<file path="config.mk">
export PLATFORM = sky130hd
export DESIGN_NAME = irq_two_level
export DESIGN_NICKNAME = d
export VERILOG_FILES = /design/src/rtl/irq_pkg.sv /design/src/rtl/irq_ext_latch.sv /design/src/rtl/irq_pick.sv /design/src/rtl/irq_level_fsm.sv /design/src/rtl/irq_two_level.sv
export SDC_FILE = /design/constraint.sdc
export NUM_CORES = 1
export LEC_CHECK = 0
export CAP_MARGIN = 25
export CORE_MARGIN = 1
export CORE_UTILIZATION = 50
export DETAILED_ROUTE_END_ITERATION = 10
export HOLD_SLACK_MARGIN = 0.08
export PLACE_DENSITY = 0.88
export SETUP_SLACK_MARGIN = 0.15
export SYNTH_ARGS = -nofsm -noshare
export SYNTH_HDL_FRONTEND = slang
export SYNTH_SLANG_ARGS = --single-unit
</file>
<file path="constraint.sdc">
create_clock -name clk -period 5.4 [get_ports clk]
set_input_delay 0.54 -clock clk [delete_from_list [all_inputs] [get_ports clk]]
set_output_delay 0.54 -clock clk [all_outputs]
set_load 0.05 [all_outputs]
</file>
<file path="src/rtl/irq_pkg.sv">
package irq_pkg;
    localparam int NSRC  = 5;
    localparam int IDX_W = 3;

    localparam int SRC_EXT0 = 0;
    localparam int SRC_TMR0 = 1;
    localparam int SRC_EXT1 = 2;
    localparam int SRC_TMR1 = 3;
    localparam int SRC_SER  = 4;

    typedef enum logic [1:0] {
        ST_IDLE   = 2'd0,
        ST_LOW    = 2'd1,
        ST_HIGH   = 2'd2,
        ST_NESTED = 2'd3
    } svc_state_t;

    localparam logic [1:0] SEL_ENABLE = 2'd0;
    localparam logic [1:0] SEL_PRIO   = 2'd1;
    localparam logic [1:0] SEL_EXTCTL = 2'd2;

    localparam int EN_GLOBAL_BIT = 7;
    localparam logic [7:0] EN_KEEP_MASK = 8'hBF;
endpackage

</file>
<file path="src/rtl/irq_ext_latch.sv">
module irq_ext_latch (
    input  logic clk,
    input  logic rst_n,
    input  logic pin_n,
    input  logic edge_mode,
    input  logic ack_clr,
    input  logic sw_we,
    input  logic sw_val,
    output logic flag
);
    logic pin_q;

    always_ff @(posedge clk or negedge rst_n) begin
        if (!rst_n) begin
            pin_q <= 1'b1;
            flag  <= 1'b0;
        end else begin
            pin_q <= pin_n;
            if (edge_mode) begin
                if (pin_q && !pin_n)
                    flag <= 1'b1;
                else if (ack_clr)
                    flag <= 1'b0;
                else if (sw_we)
                    flag <= sw_val;
            end else begin
                flag <= !pin_n;
            end
        end
    end

    // a falling edge in edge mode sets the flag
    p_edge_latch_r7: assert property (@(posedge clk) disable iff (!rst_n)
        (edge_mode && pin_q && !pin_n) |=> flag);

    // in level mode the flag is the inverted pin one clock later
    p_level_track_r8: assert property (@(posedge clk) disable iff (!rst_n)
        !edge_mode |=> (flag == !$past(pin_n)));
endmodule

</file>
<file path="src/rtl/irq_pick.sv">
module irq_pick #(
    parameter int N  = irq_pkg::NSRC,
    parameter int IW = irq_pkg::IDX_W
) (
    input  logic [N-1:0]  live,
    input  logic [N-1:0]  hi_mask,
    input  logic          allow_lo,
    input  logic          allow_hi,
    output logic          req,
    output logic [IW-1:0] idx,
    output logic          sel_hi
);
    logic [N-1:0]  hi_set;
    logic [N-1:0]  lo_set;
    logic [IW-1:0] hi_idx;
    logic [IW-1:0] lo_idx;

    assign hi_set = live & hi_mask;
    assign lo_set = live & ~hi_mask;

    always_comb begin
        hi_idx = '0;
        lo_idx = '0;
        for (int i = N - 1; i >= 0; i--) begin
            if (hi_set[i]) hi_idx = IW'(i);
            if (lo_set[i]) lo_idx = IW'(i);
        end
    end

    always_comb begin
        req    = 1'b0;
        idx    = '0;
        sel_hi = 1'b0;
        if (allow_hi && (|hi_set)) begin
            req    = 1'b1;
            idx    = hi_idx;
            sel_hi = 1'b1;
        end else if (allow_lo && (|lo_set)) begin
            req    = 1'b1;
            idx    = lo_idx;
        end
    end
endmodule

</file>
<file path="src/rtl/irq_level_fsm.sv">
module irq_level_fsm
    import irq_pkg::*;
(
    input  logic       clk,
    input  logic       rst_n,
    input  logic       take,
    input  logic       take_hi,
    input  logic       ret,
    output logic       allow_lo,
    output logic       allow_hi,
    output svc_state_t state
);
    svc_state_t state_q;
    svc_state_t state_d;

    always_ff @(posedge clk or negedge rst_n) begin
        if (!rst_n) state_q <= ST_IDLE;
        else        state_q <= state_d;
    end

    always_comb begin
        state_d = state_q;
        unique case (state_q)
            ST_IDLE:   if (take) state_d = take_hi ? ST_HIGH : ST_LOW;
            ST_LOW:    if (take && take_hi) state_d = ST_NESTED;
                       else if (ret) state_d = ST_IDLE;
            ST_HIGH:   if (ret) state_d = ST_IDLE;
            ST_NESTED: if (ret) state_d = ST_LOW;
        endcase
    end

    always_comb begin
        allow_lo = 1'b0;
        allow_hi = 1'b0;
        unique case (state_q)
            ST_IDLE:   begin allow_lo = 1'b1; allow_hi = 1'b1; end
            ST_LOW:    allow_hi = 1'b1;
            ST_HIGH:   ;
            ST_NESTED: ;
        endcase
    end

    assign state = state_q;

    // return from a nested handler resumes the low level
    p_nested_unwind_r11: assert property (@(posedge clk) disable iff (!rst_n)
        (state_q == ST_NESTED && ret) |=> (state_q == ST_LOW));

    // return from a lone low handler goes back to idle
    p_low_return_r11: assert property (@(posedge clk) disable iff (!rst_n)
        (state_q == ST_LOW && ret && !take) |=> (state_q == ST_IDLE));

    // no acknowledge taken, no return: state holds
    p_state_hold_r12: assert property (@(posedge clk) disable iff (!rst_n)
        (!take && !ret) |=> $stable(state_q));
endmodule

</file>
<file path="src/rtl/irq_two_level.sv">
module irq_two_level
    import irq_pkg::*;
#(
    parameter int               VEC_W       = 16,
    parameter logic [VEC_W-1:0] VEC_BASE    = 16'h0003,
    parameter int               VEC_STEP_LG = 3
) (
    input  logic             clk,
    input  logic             rst_n,
    input  logic [1:0]       ext_n,
    input  logic [1:0]       tmr_ovf,
    input  logic             ser_irq,
    input  logic             reg_wr,
    input  logic [1:0]       reg_sel,
    input  logic [7:0]       reg_wdata,
    output logic [7:0]       reg_rdata,
    output logic             irq_req,
    output logic [IDX_W-1:0] irq_idx,
    output logic [VEC_W-1:0] irq_vec,
    input  logic             irq_ack,
    input  logic             irq_ret
);
    logic [7:0]      en_r;
    logic [NSRC-1:0] prio_r;
    logic [1:0]      trig_r;
    logic [1:0]      ext_flag;
    logic [1:0]      tmr_flag;
    logic [1:0]      ext_clr;
    logic [1:0]      tmr_clr;
    logic [NSRC-1:0] pend;
    logic [NSRC-1:0] live;
    logic            allow_lo;
    logic            allow_hi;
    logic            sel_hi;
    logic            take;
    svc_state_t      svc_state;

    always_ff @(posedge clk or negedge rst_n) begin
        if (!rst_n) begin
            en_r   <= '0;
            prio_r <= '0;
            trig_r <= '0;
        end else if (reg_wr) begin
            case (reg_sel)
                SEL_ENABLE: en_r   <= reg_wdata & EN_KEEP_MASK;
                SEL_PRIO:   prio_r <= reg_wdata[NSRC-1:0];
                SEL_EXTCTL: trig_r <= {reg_wdata[2], reg_wdata[0]};
                default:    ;
            endcase
        end
    end

    always_comb begin
        case (reg_sel)
            SEL_ENABLE: reg_rdata = en_r;
            SEL_PRIO:   reg_rdata = {{(8-NSRC){1'b0}}, prio_r};
            SEL_EXTCTL: reg_rdata = {4'b0000, ext_flag[1], trig_r[1], ext_flag[0], trig_r[0]};
            default:    reg_rdata = 8'h00;
        endcase
    end

    assign take = irq_ack && irq_req;

    for (genvar k = 0; k < 2; k++) begin : g_pair
        assign ext_clr[k] = take && (irq_idx == IDX_W'(2 * k));
        assign tmr_clr[k] = take && (irq_idx == IDX_W'(2 * k + 1));

        irq_ext_latch u_ext (
            .clk       (clk),
            .rst_n     (rst_n),
            .pin_n     (ext_n[k]),
            .edge_mode (trig_r[k]),
            .ack_clr   (ext_clr[k]),
            .sw_we     (reg_wr && reg_sel == SEL_EXTCTL),
            .sw_val    (reg_wdata[2 * k + 1]),
            .flag      (ext_flag[k])
        );

        always_ff @(posedge clk or negedge rst_n) begin
            if (!rst_n)            tmr_flag[k] <= 1'b0;
            else if (tmr_ovf[k])   tmr_flag[k] <= 1'b1;
            else if (tmr_clr[k])   tmr_flag[k] <= 1'b0;
        end

        // acknowledge of a timer clears its flag
        p_timer_clear_r9: assert property (@(posedge clk) disable iff (!rst_n)
            (tmr_clr[k] && !tmr_ovf[k]) |=> !tmr_flag[k]);
    end

    assign pend = {ser_irq, tmr_flag[1], ext_flag[1], tmr_flag[0], ext_flag[0]};
    assign live = pend & en_r[NSRC-1:0] & {NSRC{en_r[EN_GLOBAL_BIT]}};

    irq_level_fsm u_fsm (
        .clk      (clk),
        .rst_n    (rst_n),
        .take     (take),
        .take_hi  (sel_hi),
        .ret      (irq_ret),
        .allow_lo (allow_lo),
        .allow_hi (allow_hi),
        .state    (svc_state)
    );

    irq_pick #(.N(NSRC), .IW(IDX_W)) u_pick (
        .live     (live),
        .hi_mask  (prio_r),
        .allow_lo (allow_lo),
        .allow_hi (allow_hi),
        .req      (irq_req),
        .idx      (irq_idx),
        .sel_hi   (sel_hi)
    );

    assign irq_vec = VEC_BASE + (VEC_W'(irq_idx) << VEC_STEP_LG);

    // no request while the global gate is off
    p_global_gate_r3: assert property (@(posedge clk) disable iff (!rst_n)
        !en_r[EN_GLOBAL_BIT] |-> !irq_req);

    // the offered source is pending and enabled
    p_req_enabled_r4: assert property (@(posedge clk) disable iff (!rst_n)
        irq_req |-> |(pend & en_r[NSRC-1:0] & (NSRC'(1) << irq_idx)));

    // nothing is offered while a high-level handler runs
    p_busy_high_r10: assert property (@(posedge clk) disable iff (!rst_n)
        (svc_state == ST_HIGH || svc_state == ST_NESTED) |-> !irq_req);
endmodule

</file>
==> summary.md <==
The checks that failed: design-rule violations. Prior to clock tree synthesis, the placed netlist has a worst setup slack of 2288 ps. Port buffering added 32 buffers. The routed layout has 1205 vias. For the summed instance area of the synthesized netlist, the log shows 1520 µm². After layout, the worst path uses 63.95% of the clock period. The area of the die came out at 3265 µm². The detailed router finished its first iteration with 59 violations. The tightest min-delay check is of the reg -> reg type. The tree is rooted in a clkbuf_4. Once the clock tree was built, the resizer swapped 0 gates to a different size. Once the clock tree was built, the setup fixing pass inserted 0 buffers. The commonest non-fill, non-tap cell in the layout is clkdlybuf4s50_1. The portion of synthesized cell area occupied by the leading cell type works out to 32.92%. VDD sags by at most 0.2121 mV.

For the placed instance area, the log shows 1772 µm². The number of enable flip-flop cells after synthesis was 0. The run gives 0 as the max-slew violation total from the final report. The logs give 2456 µm for the post-detailed-placement half-perimeter wirelength and 289.6 MHz for the fmax. The summed area of non-filler cells in the final layout is 1824 µm², and the count of synthesis-stage warnings from yosys is 0.

In this run, post-CTS hold repair placed 0 buffers. The run gives 1179 as the number of global-route vias before repair. The critical path in this run is classified as reg -> out. The mean post-synth cell area is 10.48 µm², and the clock transition at the registers of the reported paths is 130 ps. Total negative slack: 0 ps. The floorplan step defined a core boundary enclosing 2829 µm². The tools report the nature of the critical path endpoint as an output port. The data required time of the critical path is 4860 ps.

The CTS H-tree depth was 1; the number of detailed-routing iterations run before antenna repair was 7. The run gives 2 as the maximum clock path buffer count. The total of flip-flops plus latches after synthesis was 22.

Setup repair after global routing left no endpoint under its margin. The leakage dissipation was 0.7654 nW. After detailed routing, the number of vias per cell comes to 5.936.

The tool flagged a number of max-cap violations equal to 0. The initial utilization of the core area, before any placement, comes to 53.74%. The clock reaches the later pin of the worst-skew pair after 310 ps. Of the cells placed in the final design, the portion with a size suffix greater than 1 is 23.26%. The proportion of register bits with asynchronous set or reset after synthesis is 100.0%. Area growth from synthesis to layout: 20.00%.

After synthesis, the cell types taking the most area are dfrtp_1 (33%), mux2_2 (12%), buf_4 (8.9%), dfstp_2 (3.5%), mux2i_1 (3.3%). The flow ran to the end, but the final reports show violations. In this run the tightest slew margin relative to its limit is 35.83%. In the layout the commonest cells are clkdlybuf4s50_1 (32), dfrtp_1 (20), mux2_2 (16).

Counting distinct cell types in the post-synthesis netlist gives 46. The finished layout holds 203 standard cells, fillers aside. The total overflow left after global routing is 0. At the pin with the least slew margin, the transition time is 959.6 ps. Sequential cells were found to cover 36.38% of the synthesized design area. Of all nets on the critical path, the largest fanout is 15. For the cell count after synthesis, the log shows 145. Cell taking the most area after synthesis: dfrtp_1.

The number of routed nets with antenna violations was 0. Setup violations remaining at the end of the flow were counted as 0. The worst hold-check slack came out at 512.4 ps.

The logs give 3090 µm for the sum of routed wire length over all layers and 0.8537 for the placer congestion estimate. STA puts the critical path data arrival time at 2910 ps. The tools report the number of rows created at floorplan as 19. After detailed routing, the average wire length per cell comes to 15.22 µm. The logs give 0 for the count of endpoints failing hold in the final timing report and 22 for the TritonCTS sink count. In the routed design, unresolved DRC markers number 6. Final net count: 193. The chip height works out to 57.14 µm.

For this design the top-level I/O count stands at 48. The run gives 199 as the count of placed standard cells including taps. TritonCTS built the clock tree. After layout, the design draws a total of 0.7396 mW.

For the first-pass GRT wire length, the log shows 5209 µm. For the largest net degree at the start of global routing, the log shows 23. The floorplan die width was 57.14 µm; the total global routing track utilization was 20.46%. In the synthesized netlist the dominant register cell turns out to be dfrtp_1. The worst path needs 3453 ps of the cycle, external delays included.

For the number of diodes, the log shows 0. Across all setup checks in the final design, the least slack found is 1947 ps. The core occupancy in the finished layout was 64.48%; the clock skew was 7.189 ps. The tools report the startpoint type of the worst setup path as a register. The logs give 0 for the number of antenna violations at the first check in global routing and 3 for the total clock buffers created by CTS.

In this run the power density over the cells is 405.4 nW/µm².
[sequential cells by signal, indices dropped and copies added (netlist names)]
| name | flops |
|---|---|
| en_r | 7 |
| prio_r | 5 |
| g_pair.u_ext.flag | 2 |
| g_pair.u_ext.pin_q | 2 |
| pend | 2 |
| trig_r | 2 |
| u_fsm.state | 2 |
[synthesized netlist by cell type, drive strengths merged (2+ instances only)]
cell type,count
and2,4
mux2,16
and4b,4
nand4,6
or3,3
nand2,7
o21ai,9
a31oi,2
a21oi,5
conb,2
nand4b,3
dfrtp,20
dfstp,2
a21o,3
mux2i,5
inv,6
nor2,8
and4,2
nor4,2
buf,19
[where the power goes]
| group | internal, mW | switching [mW] | total [mW] |
|---|---|---|---|
| registers | 0.197 | 0.0527 | 0.250 |
| logic | 0.148 | 0.216 | 0.364 |
| clock network | 0.0750 | 0.0509 | 0.126 |
[final cells by class]
class                      count  area, µm²
tap                           31      38.79
sequential                    22      553.0
inverter                       6      22.52
fill                         218       1005
multi-input combinational    108      837.1
timing repair buffer          32      320.3
clock buffer                   3      22.52
clock inverter                 1      30.03
[worst max-delay path: stages, from the launching register on]
cell	delay (ps)
dfrtp_1	570
and4b_4	330
or3_4	360
nor4_4	370
or2_2	180
clkdlybuf4s50_1	790
[final timing paths]
| kind | startpoint | to | slack, ps | depth (start not counted) |
|---|---|---|---|---|
| max | en_r[7]$_DFFE_PN0P_ | irq_vec[3] | 1950 | 5 |
| min | en_r[5]$_DFFE_PN0P_ | en_r[5]$_DFFE_PN0P_ | 510 | 1 |
| max reg2reg | en_r[7]$_DFFE_PN0P_ | g_pair[1].u_ext.flag$_DFFE_PN0P_ | 3240 | 5 |
| min reg2reg | en_r[5]$_DFFE_PN0P_ | en_r[5]$_DFFE_PN0P_ | 510 | 1 |
| max in group asynchronous | rst_n | pend[3]$_DFFE_PN0P_ | 4070 | 1 |
| min in group asynchronous | rst_n | prio_r[3]$_DFFE_PN0P_ | 750 | 1 |
[routing by layer]
metal  part of all wire [%]  global-route usage (%)  vias to the layer above
met4                   0.81                   5.575                        0
met2                     53                   36.47                       58
li1                       -                       -                      561
met5                      0                       0                        -
met3                    7.1                   5.896                        4
met1                     39                   24.08                      582
[logic make-up after synthesis]
| logic type | share of synthesized area, % |
|---|---|
| multiplexers | 15.14 |
| AO/OA/AOI/OAI | 15.31 |
| AND/OR/NAND/NOR | 21.15 |
| buffers and inverters | 11.52 |
| other | 0.4940 |
| flip-flops | 36.38 |
No activity file was read; power rests on OpenSTA's default activity.
